### src/rtl/strb_wr_pkg.sv
`timescale 1ns/1ps
// Shared types for the strobed write target.
// Assumes: response codes are fixed 2-bit values decoded by the bus fabric.
package strb_wr_pkg;

    typedef enum logic [1:0] {
        RSP_OK     = 2'b00,
        RSP_SLVERR = 2'b10,
        RSP_DECERR = 2'b11
    } rsp_e;

    typedef enum logic [1:0] {
        PH_IDLE   = 2'b00,
        PH_DATA   = 2'b01,
        PH_COMMIT = 2'b10,
        PH_RESP   = 2'b11
    } phase_e;

endpackage

### src/rtl/strb_wr_decode.sv
`timescale 1ns/1ps
// Address window decoder.
// Maps a byte address to a word offset relative to BASE and flags whether the
// start word lies inside the store. Assumes BASE is word aligned.
module strb_wr_decode #(
    parameter int              ADDR_W = 12,
    parameter int              DATA_W = 32,
    parameter int              DEPTH  = 16,
    parameter logic [ADDR_W-1:0] BASE = 12'h100
) (
    input  logic [ADDR_W-1:0] addr,
    output logic              hit,
    output logic [ADDR_W-1:0] word_off
);
    localparam int BYTES  = DATA_W / 8;
    localparam int LSB    = $clog2(BYTES);
    localparam logic [ADDR_W-1:0] DEPTH_A = ADDR_W'(DEPTH);

    logic [ADDR_W-1:0] rel;

    // Compute the word offset and the in-window flag.
    always_comb begin
        rel      = addr - BASE;
        word_off = rel >> LSB;
        hit      = (addr >= BASE) && (word_off < DEPTH_A);
    end
endmodule

### src/rtl/strb_wr_store.sv
`timescale 1ns/1ps
// Byte-lane word store.
// One independent byte array per lane; a lane is written only when the write
// enable and its strobe bit are both set. Assumes idx is already range checked.
module strb_wr_store #(
    parameter int DATA_W = 32,
    parameter int DEPTH  = 16,
    localparam int BYTES = DATA_W / 8,
    localparam int IDX_W = $clog2(DEPTH)
) (
    input  logic              clk,
    input  logic              rst_n,
    input  logic              we,
    input  logic [IDX_W-1:0]  idx,
    input  logic [DATA_W-1:0] wdata,
    input  logic [BYTES-1:0]  strb,
    input  logic [IDX_W-1:0]  peek_idx,
    output logic [DATA_W-1:0] peek_data
);
    for (genvar l = 0; l < BYTES; l++) begin : g_lane
        logic [7:0] lane_mem [DEPTH];

        // Clear on reset, otherwise write this lane when its strobe is set.
        always_ff @(posedge clk) begin
            if (!rst_n) begin
                for (int i = 0; i < DEPTH; i++) lane_mem[i] <= 8'h00;
            end else if (we && strb[l]) begin
                lane_mem[idx] <= wdata[l*8 +: 8];
            end
        end

        assign peek_data[l*8 +: 8] = lane_mem[peek_idx];
    end
endmodule

### src/rtl/strb_wr_ctrl.sv
`timescale 1ns/1ps
// Burst sequencer.
// Walks idle -> data -> commit wait -> response, tracks the beat offset and the
// error state, and drives the store write enable. Assumes one burst at a time.
module strb_wr_ctrl
    import strb_wr_pkg::*;
#(
    parameter int ADDR_W     = 12,
    parameter int ID_W       = 4,
    parameter int DEPTH      = 16,
    parameter int COMMIT_LAT = 3,
    localparam int IDX_W = $clog2(DEPTH)
) (
    input  logic              clk,
    input  logic              rst_n,
    input  logic              aw_valid,
    output logic              aw_ready,
    input  logic [ID_W-1:0]   aw_id,
    input  logic              dec_hit,
    input  logic [ADDR_W-1:0] dec_off,
    input  logic              w_valid,
    output logic              w_ready,
    input  logic              w_last,
    output logic              b_valid,
    input  logic              b_ready,
    output logic [ID_W-1:0]   b_id,
    output logic [1:0]        b_resp,
    output logic              st_we,
    output logic [IDX_W-1:0]  st_idx
);
    localparam int CNT_W = $clog2(COMMIT_LAT + 2);
    localparam int GAP_W = $clog2(COMMIT_LAT + 3);
    localparam logic [ADDR_W-1:0] DEPTH_A = ADDR_W'(DEPTH);

    phase_e            phase;
    logic [ID_W-1:0]   id_q;
    logic              dec_err_q;
    logic              slv_err_q;
    logic [ADDR_W-1:0] off_q;
    logic [CNT_W-1:0]  cnt_q;
    logic              beat;
    logic              off_ok;

    assign aw_ready = (phase == PH_IDLE);
    assign w_ready  = (phase == PH_DATA);
    assign b_valid  = (phase == PH_RESP);
    assign b_id     = id_q;
    assign beat     = w_valid && w_ready;
    assign off_ok   = (off_q < DEPTH_A);
    assign st_we    = beat && !dec_err_q && off_ok;
    assign st_idx   = off_q[IDX_W-1:0];

    // Select the response code from the error state of the burst.
    always_comb begin
        if (dec_err_q)      b_resp = RSP_DECERR;
        else if (slv_err_q) b_resp = RSP_SLVERR;
        else                b_resp = RSP_OK;
    end

    // Phase sequencing, commit countdown and burst bookkeeping.
    always_ff @(posedge clk) begin
        if (!rst_n) begin
            phase     <= PH_IDLE;
            id_q      <= '0;
            dec_err_q <= 1'b0;
            slv_err_q <= 1'b0;
            off_q     <= '0;
            cnt_q     <= '0;
        end else begin
            unique case (phase)
                PH_IDLE: if (aw_valid) begin
                    id_q      <= aw_id;
                    dec_err_q <= !dec_hit;
                    slv_err_q <= 1'b0;
                    off_q     <= dec_off;
                    phase     <= PH_DATA;
                end
                PH_DATA: if (beat) begin
                    if (off_ok) off_q <= off_q + 1'b1;
                    else if (!dec_err_q) slv_err_q <= 1'b1;
                    if (w_last) begin
                        cnt_q <= CNT_W'(COMMIT_LAT);
                        phase <= PH_COMMIT;
                    end
                end
                PH_COMMIT: begin
                    if (cnt_q == '0) phase <= PH_RESP;
                    else             cnt_q <= cnt_q - 1'b1;
                end
                PH_RESP: if (b_ready) phase <= PH_IDLE;
                default: phase <= PH_IDLE;
            endcase
        end
    end

    // Checker state: cycles spent waiting since the last beat was taken.
    logic [GAP_W-1:0] gap_q;
    always_ff @(posedge clk) begin
        if (!rst_n)                      gap_q <= '0;
        else if (beat && w_last)         gap_q <= '0;
        else if (phase == PH_COMMIT)     gap_q <= gap_q + 1'b1;
    end

    assert_resp_hold_R5: assert property (@(posedge clk) disable iff (!rst_n)
        (b_valid && !b_ready) |=> (b_valid && $stable(b_id) && $stable(b_resp)));

    assert_single_resp_R6: assert property (@(posedge clk) disable iff (!rst_n)
        (b_valid && b_ready) |=> !b_valid);

    assert_commit_gap_R6: assert property (@(posedge clk) disable iff (!rst_n)
        $rose(b_valid) |-> (gap_q == GAP_W'(COMMIT_LAT + 1)));

    assert_aw_blocked_R2: assert property (@(posedge clk) disable iff (!rst_n)
        (w_ready || b_valid) |-> !aw_ready);

    assert_no_store_on_decerr_R7: assert property (@(posedge clk) disable iff (!rst_n)
        (b_valid && b_resp == RSP_DECERR) |-> $past(!st_we));
endmodule

### src/rtl/strb_wr_target.sv
`timescale 1ns/1ps
// Strobed write target: top level.
// Ties the address decoder, burst sequencer and byte-lane store together.
// Assumes word-wide beats and incrementing word addresses within a burst.
module strb_wr_target #(
    parameter int                ADDR_W     = 12,
    parameter int                DATA_W     = 32,
    parameter int                ID_W       = 4,
    parameter int                DEPTH      = 16,
    parameter int                COMMIT_LAT = 3,
    parameter logic [ADDR_W-1:0] BASE       = 12'h100,
    localparam int BYTES = DATA_W / 8,
    localparam int IDX_W = $clog2(DEPTH)
) (
    input  logic              clk,
    input  logic              rst_n,
    input  logic              aw_valid,
    output logic              aw_ready,
    input  logic [ADDR_W-1:0] aw_addr,
    input  logic [ID_W-1:0]   aw_id,
    input  logic              w_valid,
    output logic              w_ready,
    input  logic [DATA_W-1:0] w_data,
    input  logic [BYTES-1:0]  w_strb,
    input  logic              w_last,
    output logic              b_valid,
    input  logic              b_ready,
    output logic [ID_W-1:0]   b_id,
    output logic [1:0]        b_resp,
    input  logic [IDX_W-1:0]  peek_idx,
    output logic [DATA_W-1:0] peek_data
);
    logic              dec_hit;
    logic [ADDR_W-1:0] dec_off;
    logic              st_we;
    logic [IDX_W-1:0]  st_idx;

    strb_wr_decode #(
        .ADDR_W (ADDR_W), .DATA_W (DATA_W), .DEPTH (DEPTH), .BASE (BASE)
    ) u_decode (
        .addr     (aw_addr),
        .hit      (dec_hit),
        .word_off (dec_off)
    );

    strb_wr_ctrl #(
        .ADDR_W (ADDR_W), .ID_W (ID_W), .DEPTH (DEPTH), .COMMIT_LAT (COMMIT_LAT)
    ) u_ctrl (
        .clk      (clk),
        .rst_n    (rst_n),
        .aw_valid (aw_valid),
        .aw_ready (aw_ready),
        .aw_id    (aw_id),
        .dec_hit  (dec_hit),
        .dec_off  (dec_off),
        .w_valid  (w_valid),
        .w_ready  (w_ready),
        .w_last   (w_last),
        .b_valid  (b_valid),
        .b_ready  (b_ready),
        .b_id     (b_id),
        .b_resp   (b_resp),
        .st_we    (st_we),
        .st_idx   (st_idx)
    );

    strb_wr_store #(
        .DATA_W (DATA_W), .DEPTH (DEPTH)
    ) u_store (
        .clk       (clk),
        .rst_n     (rst_n),
        .we        (st_we),
        .idx       (st_idx),
        .wdata     (w_data),
        .strb      (w_strb),
        .peek_idx  (peek_idx),
        .peek_data (peek_data)
    );

    assert_ready_exclusive_R2: assert property (@(posedge clk) disable iff (!rst_n)
        !(aw_ready && w_ready));
endmodule

### config.mk
export PLATFORM = sky130hd
export DESIGN_NAME = strb_wr_target
export DESIGN_NICKNAME = d
export VERILOG_FILES = /design/src/rtl/strb_wr_pkg.sv /design/src/rtl/strb_wr_decode.sv /design/src/rtl/strb_wr_store.sv /design/src/rtl/strb_wr_ctrl.sv /design/src/rtl/strb_wr_target.sv
export SDC_FILE = /design/constraint.sdc
export NUM_CORES = 1
export LEC_CHECK = 0
export ABC_AREA = 1
export ABC_CLOCK_PERIOD_IN_PS = 2400
export CAP_MARGIN = 20
export CELL_PAD_IN_SITES_DETAIL_PLACEMENT = 1
export CELL_PAD_IN_SITES_GLOBAL_PLACEMENT = 2
export CORE_ASPECT_RATIO = 0.6
export CORE_UTILIZATION = 35
export DETAILED_ROUTE_END_ITERATION = 10
export PLACE_DENSITY = 0.78
export SLEW_MARGIN = 25
export SYNTH_ARGS = -nofsm -noshare
export SYNTH_HDL_FRONTEND = slang
export SYNTH_SLANG_ARGS = --single-unit
### constraint.sdc
create_clock -name clk -period 2.4 [get_ports clk]
set_input_delay 0.48 -clock clk [delete_from_list [all_inputs] [get_ports clk]]
set_output_delay 0.48 -clock clk [all_outputs]
set_load 0.05 [all_outputs]
==> reports/qor.csv, run 1 <==
stage;metric;value;unit
run_status;outcome;complete, but fails checks;
run_status;failing checks;DRC, setup timing;
power_and_ir_drop;Pint;0.01719;W
floorplan;area of the die;0.07375;mm2
power_and_ir_drop;Sequential Power Share;44.9;%
synthesis;Post-synth ARST share;0;%
sta;max-slew violations;0;
power_and_ir_drop;PD cells;725.7;mW/mm2
placed_design;Detailed Place HPWL;55.95;mm
route;drt total wl;85.14;mm
synthesis;Synth area leader;edfxtp_1;
setup_path;nature of the critical path endpoint;primary output;
synthesis;Post-synth EDFFs;512;
floorplan;Initial Utilization;35.41;%
placed_design;Setup WS pre-CTS;-0.1793;ns
cts;Longest Clk Path Bufs;3;
setup_path;CP Launch Type;input port;
synthesis;total number of yosys warnings;0;
cts;Clock Latency Late Sink;0.64;ns
global_routing;antenna violations before repair;1;
synthesis;Synth Flop Type;edfxtp_1;
synthesis;top area cells in the synthesized netlist;edfxtp_1, nor2_1, nand4_4;
sta;# setup viols final;20;
synthesis;post-synthesis cell count;2445;
cts;total CTS buffers;54;
sta;RSZ-0062 raised after global routing;yes;
cells_and_area;nets@finish;2837;
synthesis;average cell area after synthesis;10.40;um2
route;number of DRC markers in iteration 0;1873;
global_routing;overall routing resource usage;22.81;%
synthesis;#FFs+latches synth;535;
global_routing;pin count of the biggest net entering global routing;83;
route;total number of vias;20040;
global_routing;first-pass GRT wire length;126.0;mm
synthesis;Synth top area share;60.48;%
sta;fmax;0.3985;GHz
power_and_ir_drop;Combinational Power Share;19.8;%
floorplan;num rows;76;
synthesis;Synth Net Count;2520;
sta;max_slew headroom;50.39;%
power_and_ir_drop;clock power share;35.3;%
setup_path;Critical Path RT;1.92;ns
cts;Sinks on Clock Net;535;
power_and_ir_drop;Sw Share;28.89;%
route;Routed WL per cell;22.55;um
route;First-pass DRT Iterations;8;
route;Antenna Nets Post-Route;0;
route;vias per cell;5.308;
cells_and_area;share of layout cells above drive strength 1;23.24;%
cts;Hold Buf Count CTS;0;
sta;Final Cycle Share;104.6;%
synthesis;synth unique cells;36;
worst_hold_path;Hold Path Class;input port to flop;
sta;Final min period;2.509;ns
floorplan;die width;349.9;um
sta;measured slew at the worst slew-check pin;0.7434;ns
power_and_ir_drop;Leakage;12.97;nW
floorplan;Die H;210.8;um
power_and_ir_drop;switching pwr;0.006981;W
setup_path;crit-path cells;buf_16, buf_16, bufbuf_16, o21ai_1, o21ai_2, o211ai_1, nand2_1, buf_6;
cells_and_area;diodes inserted;0;
run;# Max-Cap Violations;0;
sta;Fin Clk Skew;0.03519;ns
cells_and_area;Area growth syn-to-layout;31.01;%
cts;Clock transition at path regs;0.06;ns
placed_design;gpl congestion;0.8067;
setup_path;worst path arrival time;2.03;ns
power_and_ir_drop;maximum vdd drop;0.0005040;V
synthesis;post-synthesis sequential area ratio;62.29;%
setup_path;Crit path top cell by count;buf_16;
floorplan;core outline area;0.07179;mm2
sta;Final WS setup;-0.1093;ns
synthesis;synthesized area;0.02542;mm2
floorplan;# IOs;103;
cts;clk root buf;clkbuf_16;
global_routing;Overflow after GRT;0;
setup_path;CP peak stage delay;0.33;ns
route;DRC Markers;1;
setup_path;Worst path slowest cell;bufbuf_16;
global_routing;number of global-route vias before repair;20370;
setup_path;critical path type;input port to primary output;
setup_path;CP Max Fanout;29;
cells_and_area;Core Util, Final;46.39;%
sta;Final Hold Vio Count;0;
placed_design;# port buffers;100;
cts;htree depth;2;
cts;CTS tree;done;
[cells in the final DEF, fill, tap and decap left out, types with 3 or more instances in the layout]
cell type | netlist | routed
nand4_2 | 3 | 3
inv_1 | 63 | 62
nor2_1 | 920 | 875
clkbuf_8 | 0 | 5
clkbuf_16 | 0 | 66
clkinv_2 | 0 | 3
nor2_4 | 3 | 9
o21ai_1 | 53 | 83
buf_2 | 33 | 3
bufbuf_16 | 0 | 3
clkinv_1 | 1 | 9
o21ai_0 | 246 | 173
edfxtp_1 | 512 | 512
nand4_4 | 60 | 60
a21oi_1 | 14 | 14
nand2_2 | 2 | 27
ha_1 | 13 | 13
nand4_1 | 3 | 3
o21ai_2 | 0 | 40
buf_6 | 6 | 17
clkbuf_1 | 96 | 15
bufinv_16 | 0 | 4
o21ai_4 | 0 | 3
clkdlybuf4s50_1 | 0 | 56
inv_2 | 3 | 3
buf_12 | 0 | 96
nand3_1 | 52 | 49
o211ai_1 | 128 | 128
buf_8 | 2 | 12
buf_16 | 0 | 13
nand2_1 | 148 | 122
buf_4 | 15 | 214
dfxtp_1 | 23 | 23
nor3_1 | 6 | 4
nor2_2 | 13 | 52
[what timing repair did]
| action | CTS | global route |
|---|---|---|
| pin swaps | 72 | 74 |
| cloned | 8 | 11 |
| endpoints found under the hold margin | 0 | 0 |
| setup endpoints to repair | 35 | 66 |
| gates resized for setup | 116 | 173 |
| buffers inserted | 8 | 13 |
[critical path: cells and delay by family]
family | cells | cell delay (ns)
buffers and inverters | 4 | 0.80
and+or+nand+nor | 1 | 0.14
AOI/OAI and AO/OA | 3 | 0.60
[registers in the layout, indices dropped and copies added, names as in the netlist]
name                     flops
u_store.g_lane.lane_mem    512
u_ctrl.off_q                12
u_ctrl.b_id                  4
u_ctrl.cnt_q                 3
u_ctrl.phase                 2
u_ctrl.dec_err_q             1
u_ctrl.slv_err_q             1
[logic make-up after synthesis]
group	share of synthesized area [%]
flip-flops	62.29
adder cells (fa/ha/maj)	0.6398
AND/OR/NAND/NOR	22.68
AO/OA/AOI/OAI	10.12
XOR/XNOR	0.06892
buffers and inverters	4.198
[metrics by stage]
| step | power [W] | cells | area (um2) | TNS, ns | hold slack, ns |
|---|---|---|---|---|---|
| after CTS | 0.02414 | 3753 | 32440 | -0.8235 | 0.1981 |
| after global routing | 0.02500 | 3776 | 33310 | -3.032 | 0.2261 |
| after global placement | 0.01532 | 3648 | 30190 | -6.041 | 0.4284 |
| final | 0.02417 | 3776 | 33310 | -0.9874 | 0.2221 |
| after floorplan | 0.01360 | 2445 | 25420 | 0 | 0.4198 |
| after detailed placement | 0.01548 | 3648 | 30190 | -23.28 | 0.4399 |
[Yosys cell counts, types with 3 or more instances]
| cell | n |
|---|---|
| a21oi_1 | 14 |
| o21ai_1 | 53 |
| nand3_1 | 52 |
| inv_1 | 63 |
| o211ai_1 | 128 |
| buf_1 | 17 |
| nand4_4 | 60 |
| nor2_1 | 920 |
| buf_2 | 33 |
| nor2_4 | 3 |
| dfxtp_1 | 23 |
| clkbuf_1 | 96 |
| buf_4 | 15 |
| inv_2 | 3 |
| edfxtp_1 | 512 |
| nand4_1 | 3 |
| nor2_2 | 13 |
| buf_6 | 6 |
| nand4_2 | 3 |
| nor3_1 | 6 |
| ha_1 | 13 |
| nand2_1 | 148 |
| o21ai_0 | 246 |
[layer usage]
| metal | track usage [%] | vias up | wire [um] |
|---|---|---|---|
| li1 | - | 9129 | - |
| met1 | 33.31 | 10240 | 39490 |
| met2 | 35.54 | 583 | 38830 |
| met3 | 3.883 | 89 | 5567 |
| met4 | 4.658 | 2 | 1243 |
| met5 | 0 | - | 13 |
[layout make-up]
cell class              instances  area, um2
repair inverters                4      75.07
fillers                      7684      38490
clock buffers                  77       1551
inverters                      68      292.8
multi-input cells            1672       8949
clock inverters                18      185.2
well taps                     975       1220
flip-flops and latches        535      15840
repair buffers                427       5197
[power by group through the flow]
stage                     clock network (W)  logic [W]  registers (W)
final                               0.00854    0.00478         0.0108
after floorplan                           0    0.00258         0.0110
after CTS                           0.00869    0.00461         0.0108
after detailed placement                  0    0.00445         0.0110
after global placement                    0    0.00433         0.0110
after global routing                0.00900    0.00511         0.0109
[final timing paths]
path,start,end,slack [ns],cells after the start
hold / removal,rst_n,u_ctrl.off_q[10],0.22,3
hold reg to reg,u_ctrl.off_q[10],u_ctrl.off_q[10],0.45,2
setup / recovery,peek_idx[0],peek_data[21],-0.11,8
setup reg to reg,u_ctrl.phase[1],u_store.g_lane[2].lane_mem[13][7],0.19,10
Power figures use the tool's default switching activity.
==> inputs of run 2 (changes only) <==
--- a/config.mk
+++ b/config.mk
@@ -14,6 +14,7 @@
 export CORE_UTILIZATION = 35
 export DETAILED_ROUTE_END_ITERATION = 10
 export PLACE_DENSITY = 0.78
+export SKIP_CTS_REPAIR_TIMING = 1
 export SLEW_MARGIN = 25
 export SYNTH_ARGS = -nofsm -noshare
 export SYNTH_HDL_FRONTEND = slang
==> run 2 against run 1 <==
Net effect: critical path type is now flop to primary output; setup slack lost 0.13 ns; the flow still finishes with violations (DRC, setup timing); largest power group unchanged; count of clock-buffer cells in the layout is the same; clock skew shrank 0.0094 ns; largest cell class unchanged; fmax shrank 5.0%.
==> reports/qor.csv, run 2 (synthesis results as in run 1) <==
stage;metric;value;unit
cts;clk root buf;clkbuf_16;
global_routing;pin count of the biggest net entering global routing;83;
route;total number of vias;19780;
setup_path;worst reg2reg endpoint;u_store.g_lane[2].lane_mem[6][5];
placed_design;dpl cell area;0.03019;mm2
setup_path;CP peak stage delay;0.39;ns
cts;Clock transition at path regs;0.07;ns
global_routing;antenna violations before repair;0;
setup_path;Crit Reg-Reg Startpoint;u_ctrl.phase[1];
sta;Final Cycle Share;110.0;%
floorplan;core outline area;0.07179;mm2
cells_and_area;share of layout cells above drive strength 1;20.71;%
placed_design;Detailed Place HPWL;55.95;mm
power_and_ir_drop;maximum vdd drop;0.0004951;V
cells_and_area;nets@finish;2817;
sta;max-slew violations;0;
route;number of DRC markers in iteration 0;1753;
global_routing;number of global-route vias before repair;20120;
route;vias per cell;5.266;
global_routing;first-pass GRT wire length;123.2;mm
cells_and_area;Multi-input gate area;0.008736;mm2
setup_path;critical path type;flop to primary output;
route;First-pass DRT Iterations;8;
sta;measured slew at the worst slew-check pin;0.7271;ns
worst_hold_path;Worst Hold Path EP;u_ctrl.off_q[10];
floorplan;Die H;210.8;um
worst_hold_path;Min-Delay Startpoint;rst_n;
cells_and_area;storage element area;0.01584;mm2
setup_path;CP Max Fanout;1;
cts;htree depth;2;
power_and_ir_drop;Leakage;12.71;nW
cells_and_area;most frequent cells in the layout;nor2_1, edfxtp_1, buf_4;
placed_design;gpl congestion;0.8067;
cts;Longest Clk Path Bufs;3;
cells_and_area;Area growth syn-to-layout;28.04;%
cells_and_area;Largest register FFs;512;
placed_design;placed cell count;3648;
route;DRC Markers;1;
global_routing;Overflow after GRT;0;
setup_path;worst path arrival time;2.16;ns
cts;Clock Latency Late Sink;0.63;ns
sta;# setup viols final;10;
floorplan;# IOs;103;
setup_path;nature of the critical path endpoint;primary output;
run;# Max-Cap Violations;0;
worst_hold_path;Hold Path Depth;3;
global_routing;overall routing resource usage;22.19;%
setup_path;Reg2Reg Setup Slack;0.19;ns
route;Routed WL per cell;21.99;um
power_and_ir_drop;PD cells;736.5;mW/mm2
setup_path;crit-path cells;nor2_2, nor2_1, o21ai_1, o21ai_1, buf_4, o211ai_1, nand2_1, buf_6;
sta;Final min period;2.640;ns
run_status;failing checks;DRC, setup timing;
setup_path;CP Launch Type;flop;
sta;Final WS setup;-0.2402;ns
sta;RSZ-0062 raised after global routing;yes;
cts;CTS tree;done;
cells_and_area;fillers;7748;
setup_path;worst reg2reg path depth;10;
run_status;outcome;complete, but fails checks;
sta;fmax;0.3788;GHz
cells_and_area;diodes inserted;0;
route;Antenna Nets Post-Route;0;
worst_hold_path;Hold Path Class;input port to flop;
floorplan;area of the die;0.07375;mm2
placed_design;# port buffers;100;
sta;max_slew headroom;51.48;%
sta;Fin Clk Skew;0.02579;ns
sta;Final Hold Vio Count;0;
cells_and_area;Top reg by flops;u_store.g_lane.lane_mem;
setup_path;Worst path slowest cell;edfxtp_1;
route;drt total wl;82.59;mm
cells_and_area;most common cell after layout, fill and taps aside;nor2_1;
cts;Sinks on Clock Net;535;
setup_path;Crit path top cell by count;o21ai_1;
setup_path;Critical Path RT;1.92;ns
placed_design;Setup WS pre-CTS;-0.1793;ns
floorplan;Initial Utilization;35.41;%
cells_and_area;Finished Cell Area;0.03255;mm2
floorplan;die width;349.9;um
floorplan;num rows;76;
cells_and_area;final cell count without fillers;3756;
cts;total CTS buffers;54;
## run 2: power by group
part           switching, W  internal, W  total, W
logic               0.00304      0.00157   0.00461
registers          0.000210       0.0106    0.0108
clock network       0.00364      0.00489   0.00852
total               0.00689       0.0171    0.0240
## run 2: critical path, delay by kind of cell, from the launching register on
family,cells,cell delay (ns)
and+or+nand+nor,3,0.31
buffers and inverters,2,0.34
DFF,1,0.39
AOI/OAI and AO/OA,3,0.47
## run 2: cell type report
class	count	share of cell area, %
flip-flops and latches	535	48.65
multi-input cells	1672	26.84
repair buffers	409	14.45
clock buffers	77	4.766
well taps	975	3.748
inverters	68	0.8994
clock inverters	18	0.5689
repair inverters	2	0.08456
## run 2: per-stage QoR
step,hold WS [ns],setup TNS (ns),total power (W),util [%]
after global routing,0.2261,-2.310,0.02480,45.34
after floorplan,0.4198,0,0.01360,-
after detailed placement,0.4399,-23.28,0.01548,42.05
final,0.2323,-0.7093,0.02397,45.34
after CTS,0.1981,-4.729,0.02400,44.46
after global placement,0.4284,-6.041,0.01532,42.05
## run 2: how the worst max path moves through the flow
| stage | start | end |
|---|---|---|
| global placement | peek_idx[0] | peek_data[29] |
| finish | u_store.g_lane[2].lane_mem[9][5] | peek_data[21] |
| floorplan | u_ctrl.phase[1] | u_store.g_lane[2].lane_mem[10][0] |
| global route | u_store.g_lane[2].lane_mem[9][5] | peek_data[21] |
| CTS | u_store.g_lane[2].lane_mem[9][5] | peek_data[21] |
| detailed placement | w_valid | u_store.g_lane[1].lane_mem[15][4] |
## run 2: layer usage
metal | share of wire [%] | wire length [um] | track usage, % | vias to the layer above
met5 | 0 | 0 | 0 | -
met4 | 1.4 | 1119 | 4.310 | 0
met3 | 6.1 | 5041 | 3.135 | 76
met2 | 45 | 37280 | 34.41 | 511
met1 | 47 | 39150 | 33.06 | 10110
li1 | - | - | - | 9082
==> inputs of run 3 (changes only) <==
--- a/config.mk
+++ b/config.mk
@@ -6,7 +6,6 @@
 export NUM_CORES = 1
 export LEC_CHECK = 0
 export ABC_AREA = 1
-export ABC_CLOCK_PERIOD_IN_PS = 2400
 export CAP_MARGIN = 20
 export CELL_PAD_IN_SITES_DETAIL_PLACEMENT = 1
 export CELL_PAD_IN_SITES_GLOBAL_PLACEMENT = 2
==> constraint.sdc (replaced) <==
create_clock -name clk -period 2.4 [get_ports clk]
set_input_delay 0.48 -clock clk [delete_from_list [all_inputs] [get_ports clk]]
set_output_delay 0.48 -clock clk [all_outputs]
set_load 0.02 [all_outputs]
==> run 3 against run 2 <==
Net effect: the run ends with setup timing left; sequential cell count is the same; total power shrank 3.0%; routed wire length shrank 1.8%; via count shrank 1.1%; design area shrank 0.77%; register-to-register slack lost 0.04 ns; combinational power shrank 9.8%; highest routed layer unchanged; sequential power is essentially flat; setup slack gained 0.13 ns; first-iteration DRC count shrank 15%; non-clock buffer count grew 3.
==> reports/qor.csv, run 3 (synthesis results as in run 1) <==
stage;metric;value;unit
route;First-pass DRT Iterations;5;
cells_and_area;Largest register FFs;512;
cells_and_area;fillers;7776;
cells_and_area;most frequent cells in the layout;nor2_1, edfxtp_1, buf_4;
cells_and_area;Area growth syn-to-layout;27.06;%
setup_path;nature of the critical path endpoint;primary output;
cells_and_area;Top reg by flops;u_store.g_lane.lane_mem;
setup_path;Crit path top cell by count;nor2_1;
power_and_ir_drop;Sw Share;28.24;%
cts;htree depth;2;
cts;total CTS buffers;54;
placed_design;gpl congestion;0.8180;
power_and_ir_drop;switching pwr;0.006566;W
cells_and_area;share of layout cells above drive strength 1;20.13;%
setup_path;worst setup path startpoint;u_store.g_lane[0].lane_mem[1][7];
run_status;failing checks;setup timing;
cells_and_area;nets@finish;2819;
setup_path;worst path arrival time;2.03;ns
setup_path;Critical Path End;peek_data[7];
sta;RSZ-0062 raised after global routing;yes;
sta;setup TNS;-0.1224;ns
floorplan;Initial Utilization;35.41;%
setup_path;Critical Path RT;1.92;ns
route;DRC Markers;0;
run_status;outcome;complete, but fails checks;
floorplan;area of the die;0.07375;mm2
setup_path;CP Max Fanout;1;
power_and_ir_drop;Leakage;12.62;nW
sta;Final Hold Vio Count;0;
sta;measured slew at the worst slew-check pin;0.6515;ns
setup_path;crit-path cells;nor2_1, nor2_1, o21ai_0, o21ai_1, buf_4, o211ai_1, nand2_1, dlymetal6s2s_1;
setup_path;worst reg2reg endpoint;u_store.g_lane[0].lane_mem[11][1];
worst_hold_path;Hold Path Class;input port to flop;
power_and_ir_drop;maximum vdd drop;0.0005565;V
floorplan;die width;349.9;um
route;number of DRC markers in iteration 0;1489;
setup_path;Crit Reg-Reg Startpoint;u_ctrl.phase[1];
cells_and_area;Core Util, Final;44.99;%
route;Routed WL per cell;21.59;um
sta;# setup viols final;2;
floorplan;# IOs;103;
global_routing;first-pass GRT wire length;123.2;mm
power_and_ir_drop;Combinational Power Share;17.9;%
run;# Max-Cap Violations;0;
cts;Sinks on Clock Net;535;
global_routing;Overflow after GRT;0;
sta;max_slew headroom;56.52;%
global_routing;pin count of the biggest net entering global routing;83;
global_routing;number of global-route vias before repair;20260;
placed_design;Detailed Place HPWL;56.40;mm
cts;Clock Latency Late Sink;0.62;ns
setup_path;worst reg2reg path depth;10;
power_and_ir_drop;clock power share;35.5;%
cts;Clock transition at path regs;0.06;ns
global_routing;antenna violations before repair;0;
setup_path;CP peak stage delay;0.37;ns
power_and_ir_drop;Sequential Power Share;46.6;%
setup_path;Worst path slowest cell;edfxtp_1;
sta;fmax;0.3977;GHz
floorplan;Die H;210.8;um
power_and_ir_drop;PD cells;719.8;mW/mm2
route;drt total wl;81.10;mm
sta;max-slew violations;0;
cells_and_area;most common cell after layout, fill and taps aside;nor2_1;
setup_path;critical path type;flop to primary output;
route;total number of vias;19570;
setup_path;Reg2Reg Setup Slack;0.15;ns
cts;CTS tree;done;
sta;Final Cycle Share;104.8;%
power_and_ir_drop;Pint;0.01668;W
sta;Fin Clk Skew;0.02453;ns
sta;Final WS setup;-0.1147;ns
floorplan;num rows;76;
setup_path;CP Launch Type;flop;
route;Antenna Nets Post-Route;0;
cts;clk root buf;clkbuf_16;
placed_design;dpl cell area;0.03026;mm2
floorplan;core outline area;0.07179;mm2
global_routing;overall routing resource usage;22.05;%
cells_and_area;Finished Cell Area;0.03230;mm2
route;vias per cell;5.209;
placed_design;# port buffers;100;
sta;Final min period;2.515;ns
cells_and_area;diodes inserted;0;
cts;Longest Clk Path Bufs;3;
-- run 3: cell types whose count changed in the layout (fill, tap and decap cells not counted), moves of 5 or more --
cell	before	now
clkinv_2	3	8
clkbuf_1	15	8
o21ai_0	197	205
clkbuf_2	0	5
nand2_1	130	138
clkinv_1	9	15
nand2_2	20	12
o21ai_2	24	18
clkbuf_8	5	0
-- run 3: worst min-delay path by stage --
stage,to,cells after the start,from
global placement,u_ctrl.off_q[10],2,u_ctrl.off_q[10]
floorplan,u_ctrl.off_q[10],2,u_ctrl.off_q[10]
finish,u_ctrl.off_q[10],4,rst_n
detailed placement,u_ctrl.off_q[10],2,u_ctrl.off_q[10]
CTS,u_ctrl.off_q[10],4,rst_n
global route,u_ctrl.off_q[10],4,rst_n
-- run 3: cell type report --
| cell class | count | area, um2 | share of cell area, % |
|---|---|---|---|
| clock buffers | 65 | 1456 | 4.509 |
| clock inverters | 29 | 209.0 | 0.6469 |
| inverters | 68 | 276.5 | 0.8561 |
| multi-input cells | 1672 | 8685 | 26.89 |
| flip-flops and latches | 535 | 15840 | 49.02 |
| well taps | 975 | 1220 | 3.777 |
| repair buffers | 412 | 4611 | 14.27 |
| repair inverters | 1 | 8.758 | 0.02711 |
-- run 3: layer usage --
metal  global-route usage, %  vias to the layer above  wire, um
li1                        -                     9100         -
met5                       0                        -         0
met4                   4.492                        0      1304
met1                   32.82                     9901     38760
met3                   3.470                       82      4809
met2                   33.84                      487     36230
-- run 3: worst max-delay path, delay by kind of cell, from the launching register on --
| family | cells | cell delay, ns |
|---|---|---|
| buf+inv | 2 | 0.37 |
| compound gates | 3 | 0.41 |
| simple gates | 3 | 0.26 |
| flops | 1 | 0.37 |
-- run 3: metrics by stage --
step / setup WS (ns) / hold WS (ns) / power (W) / std cells
2_1_floorplan: 0.2763 / 0.4198 / 0.01333 / 2445
3_3_place_gp: -0.4708 / 0.4295 / 0.01494 / 3654
3_5_place_dp: -0.5292 / 0.4403 / 0.01511 / 3654
4_1_cts: -0.5959 / 0.2762 / 0.02336 / 3748
5_1_grt: -0.2271 / 0.3189 / 0.02410 / 3757
6_report: -0.1147 / 0.3159 / 0.02325 / 3757
-- run 3: power by group through the flow --
stage	combinational, W	clock (W)	sequential (W)
floorplan	0.00235	0	0.0110
global placement	0.00394	0	0.0110
detailed placement	0.00408	0	0.0110
CTS	0.00410	0.00842	0.0108
global route	0.00450	0.00872	0.0109
finish	0.00416	0.00825	0.0108
